===== src/rtl/rxe_pkg.sv =====
package rxe_pkg;

  typedef enum logic [2:0] {
    ST_IDLE,
    ST_START,
    ST_DATA,
    ST_PAR,
    ST_STOP
  } rx_state_e;

  // majority of three samples
  function automatic logic vote3(input logic a, input logic b, input logic c);
    return (a & b) | (a & c) | (b & c);
  endfunction

  // the three samples do not all agree
  function automatic logic split3(input logic a, input logic b, input logic c);
    return (a ^ b) | (b ^ c);
  endfunction

  // parity mismatch: red = XOR of data bits, pbit = received parity bit
  function automatic logic par_bad(input logic red, input logic pbit, input logic odd);
    return red ^ pbit ^ odd;
  endfunction

endpackage


===== src/rtl/rxe_framer.sv =====
module rxe_framer
  import rxe_pkg::*;
#(
  parameter int DATA_W = 8,
  parameter int OSR    = 16
) (
  input  logic              clk,
  input  logic              rst_n,
  input  logic              rxd,
  input  logic              tick,
  input  logic              par_en,
  input  logic              par_odd,
  input  logic              two_stop,
  output logic              done,
  output logic [DATA_W-1:0] word,
  output logic              w_fe,
  output logic              w_pe,
  output logic              w_nz
);
  localparam int CW = $clog2(OSR);
  localparam int BW = (DATA_W > 1) ? $clog2(DATA_W) : 1;
  localparam logic [CW-1:0] C_A   = CW'(OSR / 2 - 1);
  localparam logic [CW-1:0] C_M   = CW'(OSR / 2);
  localparam logic [CW-1:0] C_B   = CW'(OSR / 2 + 1);
  localparam logic [CW-1:0] C_END = CW'(OSR - 1);
  localparam logic [BW-1:0] B_LAST = BW'(DATA_W - 1);

  rx_state_e         st;
  logic [CW-1:0]     cnt;
  logic [BW-1:0]     bidx;
  logic              sidx;
  logic              smp_a, smp_m;
  logic [DATA_W-1:0] shreg;
  logic              pbit, nz_acc, fe_acc;

  // named internal events
  logic bit_vote, bit_split, stop_last;
  assign bit_vote  = vote3(smp_a, smp_m, rxd);
  assign bit_split = split3(smp_a, smp_m, rxd);
  assign stop_last = (sidx == two_stop);

  always_ff @(posedge clk) begin
    if (!rst_n) begin
      st     <= ST_IDLE;
      cnt    <= '0;
      bidx   <= '0;
      sidx   <= 1'b0;
      smp_a  <= 1'b1;
      smp_m  <= 1'b1;
      shreg  <= '0;
      pbit   <= 1'b0;
      nz_acc <= 1'b0;
      fe_acc <= 1'b0;
      done   <= 1'b0;
      word   <= '0;
      w_fe   <= 1'b0;
      w_pe   <= 1'b0;
      w_nz   <= 1'b0;
    end else begin
      done <= 1'b0;
      if (tick) begin
        if (st == ST_IDLE) begin
          if (!rxd) begin
            st     <= ST_START;
            cnt    <= CW'(1);
            bidx   <= '0;
            sidx   <= 1'b0;
            nz_acc <= 1'b0;
            fe_acc <= 1'b0;
          end
        end else begin
          cnt <= (cnt == C_END) ? '0 : cnt + CW'(1);
          if (cnt == C_A) smp_a <= rxd;
          if (cnt == C_M) smp_m <= rxd;
          if (cnt == C_B) begin
            if (bit_split) nz_acc <= 1'b1;
            case (st)
              ST_START: if (bit_vote) st <= ST_IDLE;
              ST_DATA:  shreg <= {bit_vote, shreg[DATA_W-1:1]};
              ST_PAR:   pbit <= bit_vote;
              ST_STOP: begin
                if (!bit_vote) fe_acc <= 1'b1;
                if (stop_last) begin
                  st   <= ST_IDLE;
                  done <= 1'b1;
                  word <= shreg;
                  w_fe <= fe_acc | ~bit_vote;
                  w_nz <= nz_acc | bit_split;
                  w_pe <= par_en & par_bad(^shreg, pbit, par_odd);
                end
              end
              default: ;
            endcase
          end
          if (cnt == C_END) begin
            case (st)
              ST_START: st <= ST_DATA;
              ST_DATA: begin
                bidx <= bidx + BW'(1);
                if (bidx == B_LAST) st <= par_en ? ST_PAR : ST_STOP;
              end
              ST_PAR:  st <= ST_STOP;
              ST_STOP: sidx <= 1'b1;
              default: ;
            endcase
          end
        end
      end
    end
  end

endmodule


===== src/rtl/rxe_fifo.sv =====
module rxe_fifo #(
  parameter int W     = 10,
  parameter int DEPTH = 2,
  localparam int CW   = $clog2(DEPTH + 1)
) (
  input  logic          clk,
  input  logic          rst_n,
  input  logic          push,
  input  logic          pop,
  input  logic [W-1:0]  wdata,
  output logic [W-1:0]  head,
  output logic [CW-1:0] count
);
  localparam int PW = (DEPTH > 1) ? $clog2(DEPTH) : 1;

  logic [W-1:0]  mem [DEPTH];
  logic [PW-1:0] rptr, wptr;

  function automatic logic [PW-1:0] nxt(input logic [PW-1:0] p);
    return (p == PW'(DEPTH - 1)) ? '0 : p + PW'(1);
  endfunction

  assign head = mem[rptr];

  generate
    for (genvar g = 0; g < DEPTH; g++) begin : g_slot
      always_ff @(posedge clk) begin
        if (!rst_n)                          mem[g] <= '0;
        else if (push && wptr == PW'(g))     mem[g] <= wdata;
      end
    end
  endgenerate

  always_ff @(posedge clk) begin
    if (!rst_n) begin
      rptr  <= '0;
      wptr  <= '0;
      count <= '0;
    end else begin
      if (push) wptr <= nxt(wptr);
      if (pop)  rptr <= nxt(rptr);
      case ({push, pop})
        2'b10:   count <= count + CW'(1);
        2'b01:   count <= count - CW'(1);
        default: ;
      endcase
    end
  end

endmodule


===== src/rtl/rxe_uart_rx.sv =====
module rxe_uart_rx
  import rxe_pkg::*;
#(
  parameter int DATA_W = 8,
  parameter int OSR    = 16,
  parameter int DEPTH  = 2
) (
  input  logic              clk,
  input  logic              rst_n,
  input  logic              rxd,
  input  logic              os_tick,
  input  logic              cfg_par_en,
  input  logic              cfg_par_odd,
  input  logic              cfg_two_stop,
  input  logic              rie,
  input  logic              stat_rd,
  input  logic              data_rd,
  output logic [DATA_W-1:0] rd_data,
  output logic              data_avail,
  output logic              ovr_err,
  output logic              noise_err,
  output logic              frame_err,
  output logic              par_err,
  output logic              irq
);
  localparam int FW = DATA_W + 2;
  localparam int CW = $clog2(DEPTH + 1);

  logic              f_done, f_fe, f_pe, f_nz;
  logic [DATA_W-1:0] f_word;
  logic [FW-1:0]     head;
  logic [CW-1:0]     fill;

  // named internal events
  logic full, empty, pop, push_ok, ovr_evt, clr_seq, armed;
  assign full    = (fill == CW'(DEPTH));
  assign empty   = (fill == '0);
  assign pop     = data_rd & ~empty;
  assign push_ok = f_done & (~full | pop);
  assign ovr_evt = f_done & full & ~pop;
  assign clr_seq = data_rd & armed;

  rxe_framer #(.DATA_W(DATA_W), .OSR(OSR)) u_framer (
    .clk(clk), .rst_n(rst_n), .rxd(rxd), .tick(os_tick),
    .par_en(cfg_par_en), .par_odd(cfg_par_odd), .two_stop(cfg_two_stop),
    .done(f_done), .word(f_word), .w_fe(f_fe), .w_pe(f_pe), .w_nz(f_nz)
  );

  rxe_fifo #(.W(FW), .DEPTH(DEPTH)) u_fifo (
    .clk(clk), .rst_n(rst_n), .push(push_ok), .pop(pop),
    .wdata({f_word, f_fe, f_pe}), .head(head), .count(fill)
  );

  always_ff @(posedge clk) begin
    if (!rst_n) begin
      armed     <= 1'b0;
      ovr_err   <= 1'b0;
      noise_err <= 1'b0;
    end else begin
      if (stat_rd)      armed <= 1'b1;
      else if (data_rd) armed <= 1'b0;
      ovr_err   <= ovr_evt | (ovr_err & ~clr_seq);
      noise_err <= (push_ok & f_nz) | (noise_err & ~clr_seq);
    end
  end

  assign {rd_data, frame_err, par_err} = empty ? '0 : head;
  assign data_avail = ~empty;
  assign irq        = rie & (data_avail | ovr_err);

endmodule


===== config.mk =====
export PLATFORM = sky130hd
export DESIGN_NAME = rxe_uart_rx
export DESIGN_NICKNAME = d
export VERILOG_FILES = /design/src/rtl/rxe_pkg.sv /design/src/rtl/rxe_framer.sv /design/src/rtl/rxe_fifo.sv /design/src/rtl/rxe_uart_rx.sv
export SDC_FILE = /design/constraint.sdc
export NUM_CORES = 1
export LEC_CHECK = 0
export BUFFER_PORTS_ARGS = -buffer_cell sky130_fd_sc_hd__buf_2
export CAP_MARGIN = 10
export CORE_ASPECT_RATIO = 1.5
export CORE_MARGIN = 2
export CORE_UTILIZATION = 45
export DETAILED_ROUTE_END_ITERATION = 12
export SLEW_MARGIN = 20
export SYNTH_ARGS = -nofsm -noshare
export SYNTH_HDL_FRONTEND = slang
export SYNTH_SLANG_ARGS = --single-unit

===== constraint.sdc =====
create_clock -name clk -period 6.5 [get_ports clk]
set_clock_uncertainty 0.15 [all_clocks]
set_input_delay 0.65 -clock clk [delete_from_list [all_inputs] [get_ports clk]]
set_output_delay 0.65 -clock clk [all_outputs]
set_load 0.01 [all_outputs]

; ---- Word level (Yosys, flattened, before mapping)
; Memory sizes are Yosys's and may differ from the RTL's. A register that Yosys moved wholly into a read port is not among the register bits.
; Cells that the tools add are included.
[word_totals]
mem_count = 1
mem_bits_rw = 20
inputBits = 10
ff_bits = 43
wordCells = 151
[op_classes]
n_bitwise = 39
addsub = 6
n_mux = 46
n_reduce_logical = 23
eq_ne = 15
[memory_table]
columns = memory, depth, word_bits, rd, rd_clocked_by_memory_dff, wr, line_no
row1 = u_fifo.mem, 2, 10, 1, 1, 2, rxe_fifo.sv:16  ; logic [W-1:0] mem [DEPTH];
[ops]
columns = operator, count
row1 = 3-bit 2-to-1 mux, 12
row2 = 10-bit 2-to-1 mux, 3
row3 = 1-bit 2-to-1 mux, 25
row4 = 4-bit AND reduction, 5
row5 = 2-bit nonzero test, 7
row6 = 1-bit AND, 13
row7 = "4-bit equality test, second input constant", 3
row8 = 4-bit 2-to-1 mux, 3
row9 = 1-bit NOT, 11
row10 = 1-bit OR, 11
row11 = 5-bit AND reduction, 2
row12 = 3-bit one-hot mux with 3 select lines, 1
row13 = 8-bit XOR reduction, 1
row14 = "3-bit by 2-bit equality test with 1-bit output, second input constant", 2
row15 = "3-bit equality test, second input constant", 2
row16 = 3-bit one-hot mux with 2 select lines, 1
row17 = 3-bit AND reduction, 2
row18 = 5-bit OR reduction, 1
row19 = "4-bit by 1-bit adder with 4-bit output, second input constant", 1
row20 = "2-bit equality test, second input constant", 2
row21 = "4-bit by 3-bit equality test with 1-bit output, second input constant", 1
row22 = "2-bit != test, second input constant", 2
row23 = 2-bit one-hot mux with 2 select lines, 1
row24 = 1-bit XOR, 4
row25 = 11 further kinds, 13

; ---- Depth between registers and ports, before layout
; Gate-level depths: netlist of the first run.
[logic_depth]
ltp_word = 10
depth_mapped = 7

; ---- Cells and area by module
; A second synthesis of the first run with hierarchy kept.
[unflattened]
cells_unflattened = 307
area_unflattened_um2 = 3051.7
[modules_own_cells]
columns = mod, seq_area_each_um2, cells_per_inst, instances, area_per_inst_um2
row1 = rxe_framer, 720.7, 193, 1, 1765.4
row2 = rxe_fifo, 700.7, 86, 1, 1053.5
row3 = rxe_uart_rx, 60.1, 28, 1, 232.7

; ---- Least setup slack after synthesis of the first run
; Ideal clock, no wire load.
[synth_path]
kind = input -> register
start = input port data_rd
end = memory u_fifo.mem[0][0] (enable)
arrival_ps = 1822
setup_slack_ps = 4137
n_path_buf = 0
setup_time_ps = 391
stages = 4
cell_sequence = nor3b_1 > nor2b_1 > inv_1 > o21ai_0
[synth_lines]
columns = element, line_no
row1 = "start, declared", rxe_uart_rx.sv:17  ; input logic data_rd,
row2 = "end, declared", rxe_fifo.sv:16

; ---- Worst setup path after layout of the first run
[layout_path]
start = register u_fifo.count[0]
end = output port irq
[layout_via]
elab_chain_cells = 4
[layout_rtl]
columns = element, line_no
row1 = "start, declared", rxe_fifo.sv:12  ; output logic [CW-1:0] count
row2 = "start signal, assigned", rxe_fifo.sv:43  ; 2'b10: count <= count + CW'(1);
row3 = "start signal, assigned", rxe_fifo.sv:44  ; 2'b01: count <= count - CW'(1);
row4 = 2-bit logical NOT, rxe_uart_rx.sv:37  ; assign empty = (fill == '0);
row5 = 1-bit NOT, rxe_uart_rx.sv:68  ; assign data_avail = ~empty;
row6 = 1-bit OR, rxe_uart_rx.sv:69  ; assign irq = rie & (data_avail | ovr_err);
row7 = 1-bit AND, rxe_uart_rx.sv:69
row8 = "end, declared", rxe_uart_rx.sv:24  ; output logic irq
; Every way passes these cells.

==> results of run 1 <==
[path summary, 6_finish.rpt]
check | to | slack, ps | cells after the start
worst max-delay path | irq | 3940 | 4
worst min-delay path | u_framer.bidx[2]$_SDFFE_PN0P_ | 310 | 2
worst max register to register | u_framer.w_pe$_SDFFE_PN0P_ | 3950 | 5
worst min register to register | u_framer.bidx[2]$_SDFFE_PN0P_ | 310 | 2
[cell families after synthesis]
logic type / Yosys count / share of synthesized area, %
adder cells (fa/ha/maj): 8 / 3.35
XOR/XNOR: 12 / 3.98
AO/OA/AOI/OAI: 40 / 8.79
buffers and inverters: 22 / 4.06
AND/OR/NAND/NOR: 117 / 20.5
multiplexers: 29 / 9.72
flip-flops: 64 / 49.6
[power groups by stage]
stage                     logic, mW  clock network, mW  registers [mW]
after floorplan              0.0232                  0           0.431
after global placement       0.0307                  0           0.433
after detailed placement     0.0309                  0           0.433
after CTS                    0.0310              0.374           0.424
after global routing         0.0349              0.392           0.425
final                        0.0305              0.365           0.424
[final cells by class]
class / instances / area share [%]
multi-input combinational: 206 / 41.5
inverter: 9 / 1.01
clock inverter: 6 / 2.51
clock buffer: 10 / 3.82
timing repair buffer: 25 / 3.90
tap: 76 / 2.85
sequential: 64 / 44.4
[cell usage in the layout (no fill, tap or decap), types with 2 or more instances in the layout]
cell        synthesis  final
ha_1                8      8
o21a_1              3      3
nand3_1             3      3
xnor2_1             7      7
o31ai_1             3      3
clkinv_1            1      2
a211o_1             2      2
o21ai_0             8      8
nor2_1             44     44
dfxtp_1            44     44
bufinv_16           0      2
and2_1             22     22
clkbuf_8            1      9
or3_1               2      2
mux2i_1            29     29
a22oi_1             2      2
nand3b_1            3      3
a211oi_1            2      2
nor4_1              3      3
inv_1               8      8
edfxtp_1           20     20
nand2_1            16     16
buf_2               2     23
and3_1              2      2
a21oi_1            11     11
xor2_1              4      4
nor3_1              6      6
nor2b_1             3      3
nor3b_1             2      2
or3b_1              2      2
buf_4               1      2
clkinvlp_4          0      2
[critical path, stage by stage, from the launching register on]
cell and delay, ps:
dfxtp_1 360, nor2_1 630, inv_1 120, o21a_1 190
buf_2 130
[per-layer routing]
metal	global-route usage, %	vias to the layer above	wire length [µm]	part of all wire (%)
met4	6.87	0	121	2.3
met1	15.8	925	2240	43
met2	26.0	38	2650	51
li1	-	1067	-	-
met5	0	-	0	0
met3	5.25	13	182	3.5
[metrics by stage]
stage | cells | hold WS [ps] | setup slack (ps) | cell area [µm²]
6_report | 396 | 310 | 3940 | 3340
5_1_grt | 396 | 340 | 3750 | 3340
4_1_cts | 396 | 318 | 3860 | 3340
3_5_place_dp | 380 | 308 | 3670 | 3130
3_3_place_gp | 380 | 293 | 3670 | 3130
2_1_floorplan | 292 | 283 | 4140 | 2990
[sequential cells by signal, indices dropped and copies added, names as in the netlist, named ones only]
name and flops:
u_fifo.mem 20, u_framer.shreg 8, u_framer.word 8, u_framer.cnt 4, u_framer.bidx 3, u_framer.st 3
u_fifo.count 2, armed 1, noise_err 1, ovr_err 1, u_fifo.rptr 1, u_fifo.wptr 1
u_framer.done 1, u_framer.fe_acc 1, u_framer.nz_acc 1, u_framer.pbit 1, u_framer.sidx 1, u_framer.smp_a 1
u_framer.smp_m 1, u_framer.w_fe 1, u_framer.w_nz 1, u_framer.w_pe 1
==> results.md, run 1 <==
* Port Buffer Count at 23
* Post-route ant nets at 0
* Status: completed
* Final Core Density at 51.8%
* Syn. warnings at 0
* Cts repair resizes at 0
* Routed vias at 2,043
* Commonest cells post-synth: 44 x dfxtp_1, 44 x nor2_1, 29 x mux2i_1, 22 x and2_1, 20 x edfxtp_1
* CTS sink count at 64
* Detailed placement HPWL at 3720 µm
* Int Power at 0.644 mW
* Pins Over Slew Limit at 0
* Worst slew pin tran at 865 ps
* Fin crit period at 2560 ps
* CTS buffer count at 9
* Via-per-instance ratio at 5.16
* Net Sw Power at 0.175 mW
* Count of different cell masters after synthesis at 51
* Final setup viols at 0
* H-Tree Depth at 3
* Routed WL at 5190 µm
* Max-slew headroom at 42.2%
* Register area at 1480 µm²
* Hold_buf cts at 0
* Leading area contributor after synthesis: dfxtp_1
* Startpoint of the worst hold path: u_framer.bidx[2]$_SDFFE_PN0P_
* Worst-path clk slew at 70 ps
* Synth top area share at 29.5%
* Max cap viols at 0
* Sequential area share after synthesis at 49.6%
* Area of the multi-input gates at 1390 µm²
* EDFF count, synth at 20
* CP Capture Type: primary output
* Area growth syn-to-layout at 11.7%
* Router iterations before antenna repair at 4
* Worst min-delay path class: flip-flop to flip-flop
* RR Startpoint: u_framer.cnt[0]$_SDFFE_PN0P_
* Placeable Area at 6440 µm²
* Leakage power at 1.34 nW
* PD cells at 245 nW/µm²
* DR DRC count at 0
* # diodes at 0
* DIE AREA at 7320 µm²
* Critical Path Start: u_fifo.count[0]$_SDFFE_PN0P_
* Max Clock Freq at 390 MHz
* Ranking of synthesized cells by area: dfxtp_1 29%, edfxtp_1 20%, mux2i_1 9.7%
* RSZ-0062 raised after global routing: no
* Worst vdd ir at 0.145 mV
* Placer Congestion at 0.814
* NumNets Final at 333
* WP data required at 5700 ps
* Crit-path max FO at 12
* Clock root buffer: clkbuf_8
* Worst Path Arrival at 1760 ps
* Worst Setup Start Kind: flip-flop
* First-pass GRT wire length at 8600 µm
* Clock Latency Late Sink at 340 ps
* Syn nets at 310
* Final Cycle Share at 39.4%
* Setup tns final at 0 ps
* Final Hold Fails at 0
* Initial antenna violation count at 0
* Design Power at 0.819 mW
* Syn avg cell area at 10.2 µm²
* Synth Cell Area at 2990 µm²
* Filler instances at 624
* Row count at 36
* Synth Instances at 292
* Gr usage total at 14.9%
* Main synth FF type: dfxtp_1
* Layout cells sized above 1 at 14.7%
* Worst-case clock buffer depth at 2
* Fraction of registers with async set/reset at 0%
* Setup CP Type: flip-flop to primary output
* FF+latch count, synth at 64
* CTS tree: yes
* Vias in the first global route at 1,916
* Io pins at 24
* Clock share of power at 44.5%
* Grt total ovfl at 0
* Switching part of the total at 21.3%
* Initial DRC count at 107
* Post-CTS setup buffers at 0
* Die Wd at 70.5 µm
* Flop pwr share at 51.7%
* Initial Util at 46.4%
* Wire per inst at 13.1 µm
* Largest net degree at the start of global routing at 35
* Die Span Y at 104 µm
* Power share of the combinational group at 3.7%
Note: power is estimated with default switching activity, not from simulation.
==> run 2: changes to the inputs <==
--- a/config.mk
+++ b/config.mk
@@ -11,6 +11,7 @@
 export CORE_MARGIN = 2
 export CORE_UTILIZATION = 45
 export DETAILED_ROUTE_END_ITERATION = 12
+export PLACE_DENSITY = 0.65
 export SLEW_MARGIN = 20
 export SYNTH_ARGS = -nofsm -noshare
 export SYNTH_HDL_FRONTEND = slang
==> constraint.sdc (replaced) <==
create_clock -name clk -period 2.1 [get_ports clk]
set_clock_uncertainty 0.15 [all_clocks]
set_input_delay 0.21 -clock clk [delete_from_list [all_inputs] [get_ports clk]]
set_output_delay 0.21 -clock clk [all_outputs]
set_load 0.01 [all_outputs]
==> run 2 against run 1 <==
Effect of this change: final cell count rose by 2.8%; via count rose by 5.0%; sequential share of layout area fell by 1.0 points; cell area rose by 2.3%; non-clock buffer count up 11; sequential power grew to 3.1 times the previous value; total power rose to 3.0 times the previous value; largest cell class unchanged; largest power group unchanged.
==> results.md, run 2 (synthesis results as in run 1) <==
* Worst slew pin tran at 608 ps (-257 ps)
* Die Wd at 70.5 µm (unchanged)
* First-pass GRT wire length at 9380 µm (+9.1%)
* NumNets Final at 344 (+3.3%)
* CP Capture Type: flip-flop
* Dpl ws at 62.8 ps (-3600 ps)
* Non-filler cells, final at 407 (+2.8%)
* Final Cycle Share at 91.5%
* CTS buffer count at 9 (unchanged)
* Largest regs: u_fifo.mem: 20 flops, u_framer.shreg: 8 flops, u_framer.word: 8 flops
* # diodes at 0 (unchanged)
* Hold depth at 4 (+2)
* CTS tree: yes
* Area growth syn-to-layout at 14.3%
* Max-slew headroom at 59.1% (+17 points)
* Max FFs per register at 20 (unchanged)
* Port Buffer Count at 23 (unchanged)
* Detailed placement HPWL at 3910 µm (+5.1%)
* Initial antenna violation count at 0 (unchanged)
* Post-route ant nets at 0 (unchanged)
* Worst Path Arrival at 2040 ps (+280 ps)
* Die Span Y at 104 µm (unchanged)
* Final setup viols at 0 (unchanged)
* Crit-path max FO at 5 (-7)
* Setup tns final at 0 ps (unchanged)
* Worst min-delay path class: input port to flip-flop
* Row count at 36 (unchanged)
* Initial DRC count at 104 (-2.8%)
* RSZ-0062 raised after global routing: no
* Final Hold Fails at 0 (unchanged)
* Worst-path clk slew at 70 ps (about the same)
* Fin crit period at 1920 ps
* Gr usage total at 15.8% (+0.87 points)
* Most flops, register: u_fifo.mem
* Clock Latency Late Sink at 340 ps (about the same)
* Worst-case clock buffer depth at 2 (unchanged)
* Router iterations before antenna repair at 4 (unchanged)
* Via-per-instance ratio at 5.27 (+2.2%)
* Routed WL at 5270 µm (+1.5%)
* Worst vdd ir at 0.627 mV (+330%)
* Initial Util at 46.4% (unchanged)
* Placeable Area at 6440 µm² (unchanged)
* Pins Over Slew Limit at 0 (unchanged)
* WP data required at 2220 ps (-3480 ps)
* Vias in the first global route at 2,093 (+9.2%)
* Reg2reg path depth at 5 (unchanged)
* Grt total ovfl at 0 (unchanged)
* Max Clock Freq at 520 MHz
* Design Power at 2.45 mW (+200%)
* Post-CTS setup buffers at 0 (unchanged)
* Io pins at 24 (unchanged)
* Post-Place Cells at 390 (+2.6%)
* H-Tree Depth at 3 (unchanged)
* Leakage power at 1.39 nW (+3.8%)
* Wire per inst at 12.9 µm (-1.3%)
* Routed vias at 2,146 (+5.0%)
* Largest net degree at the start of global routing at 35 (unchanged)
* Layout cells sized above 1 at 18.4% (+3.7 points)
* CTS sink count at 64 (unchanged)
* PD cells at 717 nW/µm² (+190%)
* DR DRC count at 0 (unchanged)
* Placer Congestion at 0.906 (+11%)
* Worst Setup Start Kind: flip-flop
* Setup ws final at 178 ps (-3760 ps)
* Most frequent cells in the layout: 44 x nor2_1, 44 x dfxtp_1, 29 x mux2i_1
* Clock root buffer: clkbuf_8
* Status: completed
* Max cap viols at 0 (unchanged)
* DIE AREA at 7320 µm² (unchanged)
* Setup CP Type: flip-flop to flip-flop
==> run 2: worst paths after layout <==
check | startpoint | endpoint | slack [ps]
worst max-delay path | u_framer.cnt[1]$_SDFFE_PN0P_ | u_framer.bidx[1]$_SDFFE_PN0P_ | 180
worst min-delay path | data_rd | ovr_err$_SDFF_PN0_ | 40
worst min register to register | u_framer.bidx[1]$_SDFFE_PN0P_ | u_framer.bidx[1]$_SDFFE_PN0P_ | 320
worst max register to register | u_framer.cnt[1]$_SDFFE_PN0P_ | u_framer.bidx[1]$_SDFFE_PN0P_ | 180
==> run 2: metrics by stage <==
step	hold WS, ps	utilization (%)	cell area (µm²)
global route	46.0	53.0	3410
detailed placement	288	49.7	3200
floorplan	177	-	2990
global placement	269	49.7	3200
finish	41.1	53.0	3410
CTS	34.6	52.9	3410
==> run 2: what timing repair did <==
action | 4_1_cts | 5_1_grt
hold buffers | 1 | 0
setup endpoints to repair | 0 | 11
hold endpoints to repair | 1 | 0
gates resized for setup | 0 | 2
==> run 2: where the power goes <==
part,internal (mW),total (mW),switching [mW]
Combinational,0.0405,0.105,0.0648
Clock,0.547,1.03,0.487
Sequential,1.30,1.31,0.0121
Total,1.88,2.45,0.564
==> run 2: per-layer routing <==
layer / track usage [%] / wire length [µm] / vias up
li1: - / - / 1088
met1: 17.2 / 2200 / 1019
met2: 28.8 / 2850 / 32
met3: 2.92 / 135 / 7
met4: 7.41 / 82 / 0
met5: 0 / 0 / -
==> run 2: area by class of cell <==
cell class              count  area (µm²)
clock buffers               9         124
clock inverters             7        72.6
fillers                   624        3030
inverters                   9        33.8
multi-input cells         206        1390
flip-flops and latches     64        1480
well taps                  76        95.1
repair buffers             36         215
==> run 2: critical path, cell delays in order (launching register included) <==
cell	delay, ps
dfxtp_1	370
ha_1	200
nand3_2	120
a2111o_1	500
or3b_1	370
a21oi_1	140
